===== src/rtl/adc_seq_pkg.sv =====
package adc_seq_pkg;
  localparam int NUM_CH = 5;
  localparam int CH_W   = $clog2(NUM_CH);

  // Next enabled channel after cur, wrapping; cur itself if it is the only one.
  function automatic logic [CH_W-1:0] rr_next(input logic [CH_W-1:0] cur,
                                              input logic [NUM_CH-1:0] mask);
    logic [CH_W-1:0] pick;
    int v;
    pick = cur;
    for (int k = NUM_CH; k >= 1; k--) begin
      v = (int'(cur) + k) % NUM_CH;
      if (mask[CH_W'(v)]) pick = CH_W'(v);
    end
    return pick;
  endfunction

  function automatic logic ch_is_valid(input logic [CH_W-1:0] ch);
    return int'(ch) < NUM_CH;
  endfunction
endpackage


===== src/rtl/adc_ch_sel.sv =====
module adc_ch_sel
  import adc_seq_pkg::*;
(
  input  logic              clk,
  input  logic              rst_n,
  input  logic [CH_W-1:0]   sel_in,
  input  logic [NUM_CH-1:0] rr_mask,
  input  logic              advance,
  output logic [CH_W-1:0]   cur_ch
);
  logic rr_on;
  assign rr_on = |rr_mask;

  always_ff @(posedge clk) begin
    if (!rst_n) begin
      cur_ch <= '0;
    end else if (!rr_on) begin
      if (ch_is_valid(sel_in)) cur_ch <= sel_in;
    end else if (advance) begin
      cur_ch <= rr_next(cur_ch, rr_mask);
    end
  end


  ch_range_chk: assert property (@(posedge clk) disable iff (!rst_n)
    int'(cur_ch) < NUM_CH);


  rr_lands_chk: assert property (@(posedge clk) disable iff (!rst_n)
    (advance && rr_on) |=> (rr_mask[cur_ch] || rr_mask != $past(rr_mask)));
endmodule


===== src/rtl/adc_pacer.sv =====
module adc_pacer #(
  parameter int DIV_INT_W  = 16,
  parameter int DIV_FRAC_W = 8
) (
  input  logic                  clk,
  input  logic                  rst_n,
  input  logic                  run_en,
  input  logic                  launch,
  input  logic [DIV_INT_W-1:0]  div_int,
  input  logic [DIV_FRAC_W-1:0] div_frac,
  output logic                  due
);
  localparam int PER_W = DIV_INT_W + 1;

  logic                  armed;
  logic [PER_W-1:0]      cnt;
  logic [PER_W-1:0]      period;
  logic [DIV_FRAC_W-1:0] acc;
  logic [DIV_FRAC_W:0]   acc_sum;
  logic                  zero_div;

  function automatic logic [PER_W-1:0] period_of(input logic [DIV_INT_W-1:0] ip,
                                                 input logic carry);
    return {1'b0, ip} + PER_W'(1) + PER_W'(carry);
  endfunction

  assign acc_sum  = {1'b0, acc} + {1'b0, div_frac};
  assign zero_div = (div_int == '0) && (div_frac == '0);
  assign due      = !armed || zero_div || (cnt >= period);

  always_ff @(posedge clk) begin
    if (!rst_n || !run_en) begin
      armed  <= 1'b0;
      acc    <= '0;
      cnt    <= '0;
      period <= '0;
    end else if (launch) begin
      armed  <= 1'b1;
      acc    <= acc_sum[DIV_FRAC_W-1:0];
      period <= period_of(div_int, acc_sum[DIV_FRAC_W]);
      cnt    <= PER_W'(1);
    end else if (cnt != '1) begin
      cnt <= cnt + PER_W'(1);
    end
  end


  pace_gap_chk: assert property (@(posedge clk) disable iff (!rst_n)
    (launch && armed && !zero_div) |-> (cnt >= period));


  period_band_chk: assert property (@(posedge clk) disable iff (!rst_n)
    ($past(launch) && run_en && $past(run_en) && $stable(div_int)) |->
      (period == {1'b0, div_int} + PER_W'(1) || period == {1'b0, div_int} + PER_W'(2)));
endmodule


===== src/rtl/adc_conv_ctl.sv =====
module adc_conv_ctl
  import adc_seq_pkg::*;
#(
  parameter int RES_W = 12
) (
  input  logic             clk,
  input  logic             rst_n,
  input  logic             start_once,
  input  logic             run_en,
  input  logic             due,
  input  logic [CH_W-1:0]  cur_ch,
  input  logic             conv_done,
  input  logic [RES_W-1:0] conv_result,
  input  logic             conv_err,
  output logic             launch,
  output logic             accept,
  output logic             conv_start,
  output logic [CH_W-1:0]  conv_ch,
  output logic             ready,
  output logic             res_valid,
  output logic [RES_W-1:0] res_data,
  output logic [CH_W-1:0]  res_ch,
  output logic             res_err
);
  typedef enum logic {ST_IDLE, ST_BUSY} st_t;
  st_t state;

  assign ready  = (state == ST_IDLE);
  assign launch = ready && (start_once || (run_en && due));
  assign accept = (state == ST_BUSY) && conv_done;

  always_ff @(posedge clk) begin
    if (!rst_n) begin
      state      <= ST_IDLE;
      conv_start <= 1'b0;
      conv_ch    <= '0;
      res_valid  <= 1'b0;
      res_data   <= '0;
      res_ch     <= '0;
      res_err    <= 1'b0;
    end else begin
      conv_start <= launch;
      res_valid  <= accept;
      if (launch) begin
        state   <= ST_BUSY;
        conv_ch <= cur_ch;
      end else if (accept) begin
        state    <= ST_IDLE;
        res_data <= conv_result;
        res_ch   <= conv_ch;
        res_err  <= conv_err;
      end
    end
  end


  start_from_idle_chk: assert property (@(posedge clk) disable iff (!rst_n)
    conv_start |-> $past(ready));


  start_single_chk: assert property (@(posedge clk) disable iff (!rst_n)
    conv_start |=> !conv_start);


  res_pulse_chk: assert property (@(posedge clk) disable iff (!rst_n)
    res_valid |=> !res_valid);


  res_after_done_chk: assert property (@(posedge clk) disable iff (!rst_n)
    res_valid |-> $past(conv_done));


  res_hold_chk: assert property (@(posedge clk) disable iff (!rst_n)
    !res_valid |-> $stable(res_data));
endmodule


===== src/rtl/adc_seq_pacer.sv =====
module adc_seq_pacer
  import adc_seq_pkg::*;
#(
  parameter int RES_W      = 12,
  parameter int DIV_INT_W  = 16,
  parameter int DIV_FRAC_W = 8
) (
  input  logic                  clk,
  input  logic                  rst_n,
  input  logic                  start_once,
  input  logic                  run_en,
  input  logic [CH_W-1:0]       ch_sel,
  input  logic [NUM_CH-1:0]     rr_mask,
  input  logic [DIV_INT_W-1:0]  div_int,
  input  logic [DIV_FRAC_W-1:0] div_frac,
  output logic                  conv_start,
  output logic [CH_W-1:0]       conv_ch,
  input  logic                  conv_done,
  input  logic [RES_W-1:0]      conv_result,
  input  logic                  conv_err,
  output logic                  ready,
  output logic                  res_valid,
  output logic [RES_W-1:0]      res_data,
  output logic [CH_W-1:0]       res_ch,
  output logic                  res_err
);
  logic            launch_w;
  logic            accept_w;
  logic            due_w;
  logic [CH_W-1:0] cur_ch_w;

  adc_ch_sel u_chsel (
    .clk     (clk),
    .rst_n   (rst_n),
    .sel_in  (ch_sel),
    .rr_mask (rr_mask),
    .advance (accept_w),
    .cur_ch  (cur_ch_w)
  );

  adc_pacer #(.DIV_INT_W(DIV_INT_W), .DIV_FRAC_W(DIV_FRAC_W)) u_pace (
    .clk      (clk),
    .rst_n    (rst_n),
    .run_en   (run_en),
    .launch   (launch_w),
    .div_int  (div_int),
    .div_frac (div_frac),
    .due      (due_w)
  );

  adc_conv_ctl #(.RES_W(RES_W)) u_ctl (
    .clk         (clk),
    .rst_n       (rst_n),
    .start_once  (start_once),
    .run_en      (run_en),
    .due         (due_w),
    .cur_ch      (cur_ch_w),
    .conv_done   (conv_done),
    .conv_result (conv_result),
    .conv_err    (conv_err),
    .launch      (launch_w),
    .accept      (accept_w),
    .conv_start  (conv_start),
    .conv_ch     (conv_ch),
    .ready       (ready),
    .res_valid   (res_valid),
    .res_data    (res_data),
    .res_ch      (res_ch),
    .res_err     (res_err)
  );


  strobe_ch_chk: assert property (@(posedge clk) disable iff (!rst_n)
    conv_start |-> (int'(conv_ch) < NUM_CH));


  busy_not_ready_chk: assert property (@(posedge clk) disable iff (!rst_n)
    conv_start |-> !ready);
endmodule


===== config.mk =====
export PLATFORM = sky130hd
export DESIGN_NAME = adc_seq_pacer
export DESIGN_NICKNAME = d
export VERILOG_FILES = /design/src/rtl/adc_seq_pkg.sv /design/src/rtl/adc_ch_sel.sv /design/src/rtl/adc_pacer.sv /design/src/rtl/adc_conv_ctl.sv /design/src/rtl/adc_seq_pacer.sv
export SDC_FILE = /design/constraint.sdc
export NUM_CORES = 1
export LEC_CHECK = 0
export BUFFER_PORTS_ARGS = -buffer_cell sky130_fd_sc_hd__buf_4
export CAP_MARGIN = 20
export CORE_MARGIN = 2
export CORE_UTILIZATION = 54
export DETAILED_ROUTE_END_ITERATION = 8
export GPL_ROUTABILITY_DRIVEN = 0
export PLACE_DENSITY_LB_ADDON = 0.1
export SYNTH_ARGS = -nofsm -noshare
export SYNTH_HDL_FRONTEND = slang
export SYNTH_SLANG_ARGS = --single-unit

===== constraint.sdc =====
create_clock -name clk -period 4.05 [get_ports clk]
set_input_delay 1.215 -clock clk [delete_from_list [all_inputs] [get_ports clk]]
set_output_delay 1.215 -clock clk [all_outputs]
set_load 0.03 [all_outputs]

# Yosys cells after proc, flatten, opt, wreduce, memory -nomap -nowiden
# Index checks and enable logic that the tools add are counted.
dict set report classes {
  order_cmp 7
  shift 0
  n_reduce_logical 20
  multipliers 0
  mux 27
  n_eq_ne 3
  bitwise 2
  div_mod_pow 5
  n_addsub 9
}
# op count
set ops {}
lappend ops {{remainder unit 32 x 4 -> 32 bit (second input constant)} 5}
lappend ops {{< comparator 3 x 5 -> 1 bit (second input constant)} 5}
lappend ops {{two-way mux 3 bit} 8}
lappend ops {{adder 16 x 1 -> 17 bit (second input constant)} 1}
lappend ops {{adder 17 x 1 -> 17 bit} 1}
lappend ops {{adder 17 x 1 -> 17 bit (second input constant)} 1}
lappend ops {{greater-or-equal comparator 17 bit} 1}
lappend ops {{inequality test 17 bit (second input constant)} 1}
lappend ops {{zero test 16 bit} 1}
lappend ops {{binary-select mux 1 bit (select 3 bit)} 5}
lappend ops {{two-way mux 1 bit} 14}
lappend ops {{adder 8 x 8 -> 9 bit} 1}
lappend ops {{adder 3 x 2 -> 4 bit (second input constant)} 2}
lappend ops {{adder 3 x 3 -> 4 bit (second input constant)} 2}
lappend ops {{zero test 8 bit} 1}
lappend ops {{inequality test 6 bit (second input constant)} 1}
lappend ops {{nonzero test 2 bit} 3}
lappend ops {{OR reduction 5 bit} 1}
lappend ops {{adder 3 x 1 -> 4 bit (second input constant)} 1}
lappend ops {{logical AND 1 bit} 4}
lappend ops {{logical OR 1 bit} 4}
lappend ops {{zero test 1 bit} 3}
lappend ops {{< comparator 3 bit (second input constant)} 1}
lappend ops {{AND reduction 3 bit} 1}
lappend ops {{4 further kinds} 5}
dict set report word_totals {
  rom_bits 0
  wordCells 86
  in_bits 50
  memories 0
  ram_bits 0
  latchBits 0
  regBits 68
  out_inout_bits 22
}

# Logic depth before layout (Yosys ltp)
dict set report depth {
  ltp_word 12
  mapped_depth 21
}

# Cells and area by module
# Synthesis repeated with hierarchy kept, for this count alone.
dict set report unflattened {
  hier_cells 683
  hier_area_um2 5639.2
}
# module n_inst cells_per_inst area_each_um2
set modules_own_cells {}
lappend modules_own_cells {adc_pacer 1 319 2682.6}
lappend modules_own_cells {adc_ch_sel 1 272 2099.5}
lappend modules_own_cells {adc_conv_ctl 1 92 857.1}

# Worst setup path after synthesis
# OpenSTA, ideal clock, no wires.
dict set report synth_path {
  path_type {reg2reg}
  from {register u_chsel.cur_ch[0]}
  to {register u_chsel.cur_ch[0]}
  period_less_slack_ns 4.067
  stages_incl_launch_ff 19
  setup_time_ns 0.125
  path_slack_ns -0.017
  n_path_buf 3
  arrival_time_ns 3.943
  cell_sequence {dfxtp_1 > buf_6 > inv_1 > clkbuf_1 > ha_1 > buf_4 > clkinv_1 > a211oi_2 > nor2_1 > ha_1 > nor2b_1 > a211oi_1 > nor2_1 > a2111oi_2 > a211o_1 > nand3_1 > nor4b_4 > o21a_1 > a211oi_2}
}
dict set report synth_via {
  elab_chain_cells 11
  word_cells_on_any_way 34
  classes_between {add/sub: 5; div: 5; eq/ne: 1; mux: 22; reduce/logical: 1}
}
# item line_no
set synth_rtl {}
lappend synth_rtl {{start, declared} adc_ch_sel.sv:9} ;# output logic [CH_W-1:0] cur_ch
lappend synth_rtl {{start signal, assigned} adc_ch_sel.sv:18} ;# if (ch_is_valid(sel_in)) cur_ch <= sel_in;
lappend synth_rtl {{start signal, assigned} adc_ch_sel.sv:20} ;# cur_ch <= rr_next(cur_ch, rr_mask);
lappend synth_rtl {{adder 3 x 3 -> 4 bit} adc_seq_pkg.sv:12} ;# v = (int'(cur) + k) % NUM_CH;
lappend synth_rtl {{remainder unit 32 x 4 -> 32 bit} adc_seq_pkg.sv:12}
lappend synth_rtl {{binary-select mux 1 bit (select 3 bit)} adc_seq_pkg.sv:13} ;# if (mask[CH_W'(v)]) pick = CH_W'(v);
lappend synth_rtl {{two-way mux 1 bit (implied by the code) (2 in a row)} adc_seq_pkg.sv:13}
lappend synth_rtl {{two-way mux 3 bit (4 in a row)} adc_seq_pkg.sv:13}
lappend synth_rtl {{two-way mux 3 bit} adc_ch_sel.sv:19} ;# end else if (advance) begin
lappend synth_rtl {{two-way mux 3 bit} adc_ch_sel.sv:17} ;# end else if (!rr_on) begin
# Parallel ways exist; a longest one is shown, timed or not. The select of a mux whose other input is x is not followed.
# A chain may end at the register's enable or synchronous reset.

# Worst setup path after layout
dict set report layout_path {
  from {register u_chsel.cur_ch[2]}
  to {register u_chsel.cur_ch[1]}
}
# Same word-level chain as after synthesis.

==> results.md <==
- Outcome: complete, no violations
- Post-DR vias/cell: 5.62
- Final hold vios: 0
- Hold Path Depth: 2
- Reg-to-reg critical path startpoint: u_chsel.cur_ch[2]$_SDFFE_PN0P_
- Max-slew violations: 0
- Synth cell count leaders: 117 x nand2_1, 68 x dfxtp_1, 53 x ha_1
- Clk sinks: 68
- Finished Cell Area: 6840 sq um
- Period minus WS final: 3.82 ns
- Post-synth ARST share: 0%
- Worst vdd ir: 0.237 mV
- Die Span Y: 107 microns
- TritonRoute pass-1 iters: 5
- Final WS setup: 0.226 ns
- CTS Root Cell: clkbuf_8
- CTS Buf Count: 9
- Share of Yosys cell area claimed by the top area cell type: 23.8%
- Die area: 11400 sq um
- Sequential standard cell area: 1360 sq um
- Htree depth: 3
- Hold Crit Class: flip-flop to flip-flop
- P_leak: 2.93 nW
- Most used DFF post-synth: dfxtp_1
- Critical-path top delay cell: dfxtp_2
- Pwr dens: 386 nW/um^2
- Worst endpoint data arrival time: 4.04 ns
- # DRC: 0
- Syn nets: 811
- Slew margin rel.: 43.3%
- Number of diodes: 0
- Syn. warnings: 0
- Vias: 5191
- Clk slew on worst S/H paths: 0.08 ns
- Fin util: 66.2%
- Share of cells above drive strength 1: 22.1%
- Number of synthesized flops with an enable pin: 0
- Hold Path Sink: u_ctl.res_data[2]$_SDFFE_PN0P_
- Initial antenna violation count: 0
- Final setup vio count: 0
- # fillers: 871
- DRT iter0 DRCs: 322
- Fmax: 0.262 GHz
- TritonCTS clock tree: yes
- Max-cap check violation count: 0
- Worst-Skew Late Latency: 0.34 ns
- Core Box Area: 10300 sq um
- HPWL after DPL: 10200 microns
- R2R cell count: 15
- Top-count cell post-synth: nand2_1
- I/O pin count: 72
- Largest net degree at the start of global routing: 49
- Nets: 888
- First-pass GRT wire length: 22000 microns
- Global-route usage over all layers: 23.5%
- ANT nets after route: 0
- Slowest Stage Delay on Critical Path: 0.41 ns
- CP bufs+invs: 2
- Avg Cell Area, Syn: 8.10 sq um
- Core Rows: 37
- Synth Instances: 707
- Average routed wire per standard cell: 14.4 microns
- CP endpoint kind: flip-flop
- Synth Cell Area: 5730 sq um
- Worst EP required: 4.27 ns
- Post-DP Area: 6470 sq um
- DP Worst Slack: -0.244 ns
- Clock Path Buffers: 2
- Final WL: 13300 microns
- Biggest area consumer among synthesized cells: dfxtp_1
- Seq cells post-synth: 68
- Worst-path cell chain: buf_4, buf_4, xor2_4, a211oi_2, nor2_1, ha_2, nor2b_1, a211oi_2, nor4_2, a222oi_1, a211o_1, and2_1, or3_1, a31oi_1, o32ai_1
- Area grow syn2layout: 19.4%
- Top Family by Delay on Critical Path: simple AND/OR/NAND/NOR gates
- Worst clock skew: 0.0125 ns
- IO buf count: 71
- Worst Tran Pin Value: 0.851 ns
- Chip width: 107 microns
- Synth area leaders: dfxtp_1 24%, ha_1 12%, nand2_1 7.7%
- Hold Crit Start: u_ctl.res_data[2]$_SDFFE_PN0P_
- CP Launch Type: flip-flop
- Sequential fraction of the synthesis area: 23.8%
- GR Overflow Total: 0
- Hold buffers post-CTS: 0
- Vias in the first global route: 4884
- Starting Density: 55.5%
- RR Endpoint: u_chsel.cur_ch[1]$_SDFFE_PN0P_
- Flop2flop setup slack: 0.23 ns
- Critical path class: flip-flop to flip-flop
- Combined area of the multi-input logic cells: 4100 sq um
- Fin crit share: 94.4%
- Worst Path Max Fanout: 13
- Cell variety after synth: 80
[cell families after synthesis]
| group | after synthesis | share of synthesized area (%) |
|---|---|---|
| adder cells (fa/ha/maj) | 54 | 11.9 |
| AO/OA/AOI/OAI | 142 | 19.0 |
| AND/OR/NAND/NOR | 270 | 22.9 |
| XOR/XNOR | 44 | 7.65 |
| buffers and inverters | 85 | 6.34 |
| multiplexers | 44 | 8.48 |
| flip-flops | 68 | 23.8 |
[metal layers]
layer / GRT usage [%] / vias to the layer above / share of wire, %
met5: 0 / - / 0
met4: 6.86 / 0 / 1.6
met3: 3.65 / 23 / 4.9
met2: 40.8 / 130 / 49
met1: 30.0 / 2407 / 45
li1: - / 2631 / -
[sequential cells by signal, indices dropped and copies added, names as in the netlist, 3 cells and up]
register and count:
u_pace.cnt 17, u_pace.period 17, u_ctl.res_data 12, u_pace.acc 8, u_chsel.cur_ch 3, u_ctl.conv_ch 3, u_ctl.res_ch 3
[where the power goes]
| group | internal (W) | switching (W) | leakage [nW] |
|---|---|---|---|
| sequential | 0.000705 | 0.0000250 | 0.554 |
| combinational | 0.000509 | 0.000655 | 2.25 |
| clock | 0.000470 | 0.000275 | 0.129 |
[worst max path at each step]
stage	cells after the start	startpoint	to	slack, ns
5_1_grt	21	div_frac[0]	u_pace.period[13]$_SDFFE_PP0P_	-0.01
3_3_place_gp	22	div_frac[0]	u_pace.period[12]$_SDFFE_PP0P_	-0.16
6_report	15	u_chsel.cur_ch[2]$_SDFFE_PN0P_	u_chsel.cur_ch[1]$_SDFFE_PN0P_	0.23
4_1_cts	15	u_chsel.cur_ch[1]$_SDFFE_PN0P_	u_chsel.cur_ch[0]$_SDFFE_PN0P_	0.07
3_5_place_dp	22	div_frac[0]	u_pace.period[12]$_SDFFE_PP0P_	-0.24
2_1_floorplan	21	div_frac[0]	u_pace.period[12]$_SDFFE_PP0P_	0.03
[worst min-delay path, delay by kind of cell (launching register included)]
family	cells	cell delay, ns
and+or+nand+nor	1	0.05
DFF	1	0.31
AOI/OAI and AO/OA	1	0.05
[layout by cell type (no fill, tap or decap), types with 4 or more instances in the layout]
cell type  instances
a211oi_2           5
a21o_1            10
a21oi_1           40
a22o_1             5
a31oi_1            4
and2_1             5
and3_1             9
and3_4             6
buf_4            100
bufinv_16          4
clkbuf_8           9
dfxtp_1           66
ha_1              47
ha_2               5
inv_1             45
inv_2              4
mux2i_1           38
nand2_1          117
nand2b_1          11
nand3_1           17
nand4_1            5
nor2_1            35
nor2b_1           12
nor3_1            25
nor3b_1            4
nor4_1             7
o211ai_1           9
o21a_1             4
o21ai_0           11
o21bai_1           4
xnor2_1           16
xnor2_2            4
xor2_1            22
[through the flow]
stage | TNS, ns | hold slack [ns] | power [W] | instances
finish | 0 | 0.457 | 0.00264 | 924
global route | -0.0111 | 0.478 | 0.00279 | 924
CTS | 0 | 0.458 | 0.00261 | 923
detailed placement | -1.10 | 0.447 | 0.00187 | 908
global placement | -0.627 | 0.443 | 0.00184 | 908
floorplan | 0 | 0.433 | 0.00159 | 707
[final cells by class]
| class | instances | share of cell area (%) |
|---|---|---|
| clock buffer | 9 | 1.81 |
| inverter | 51 | 2.82 |
| tap | 136 | 2.49 |
| multi-input combinational | 554 | 59.9 |
| clock inverter | 6 | 2.01 |
| sequential | 68 | 20.0 |
| timing repair buffer | 100 | 11.0 |
[what timing repair did]
item | CTS | global route
endpoints found under the setup margin | 0 | 9
gates resized for setup | 0 | 30
buffers inserted | 0 | 1
(Power assumes the default switching activity.)
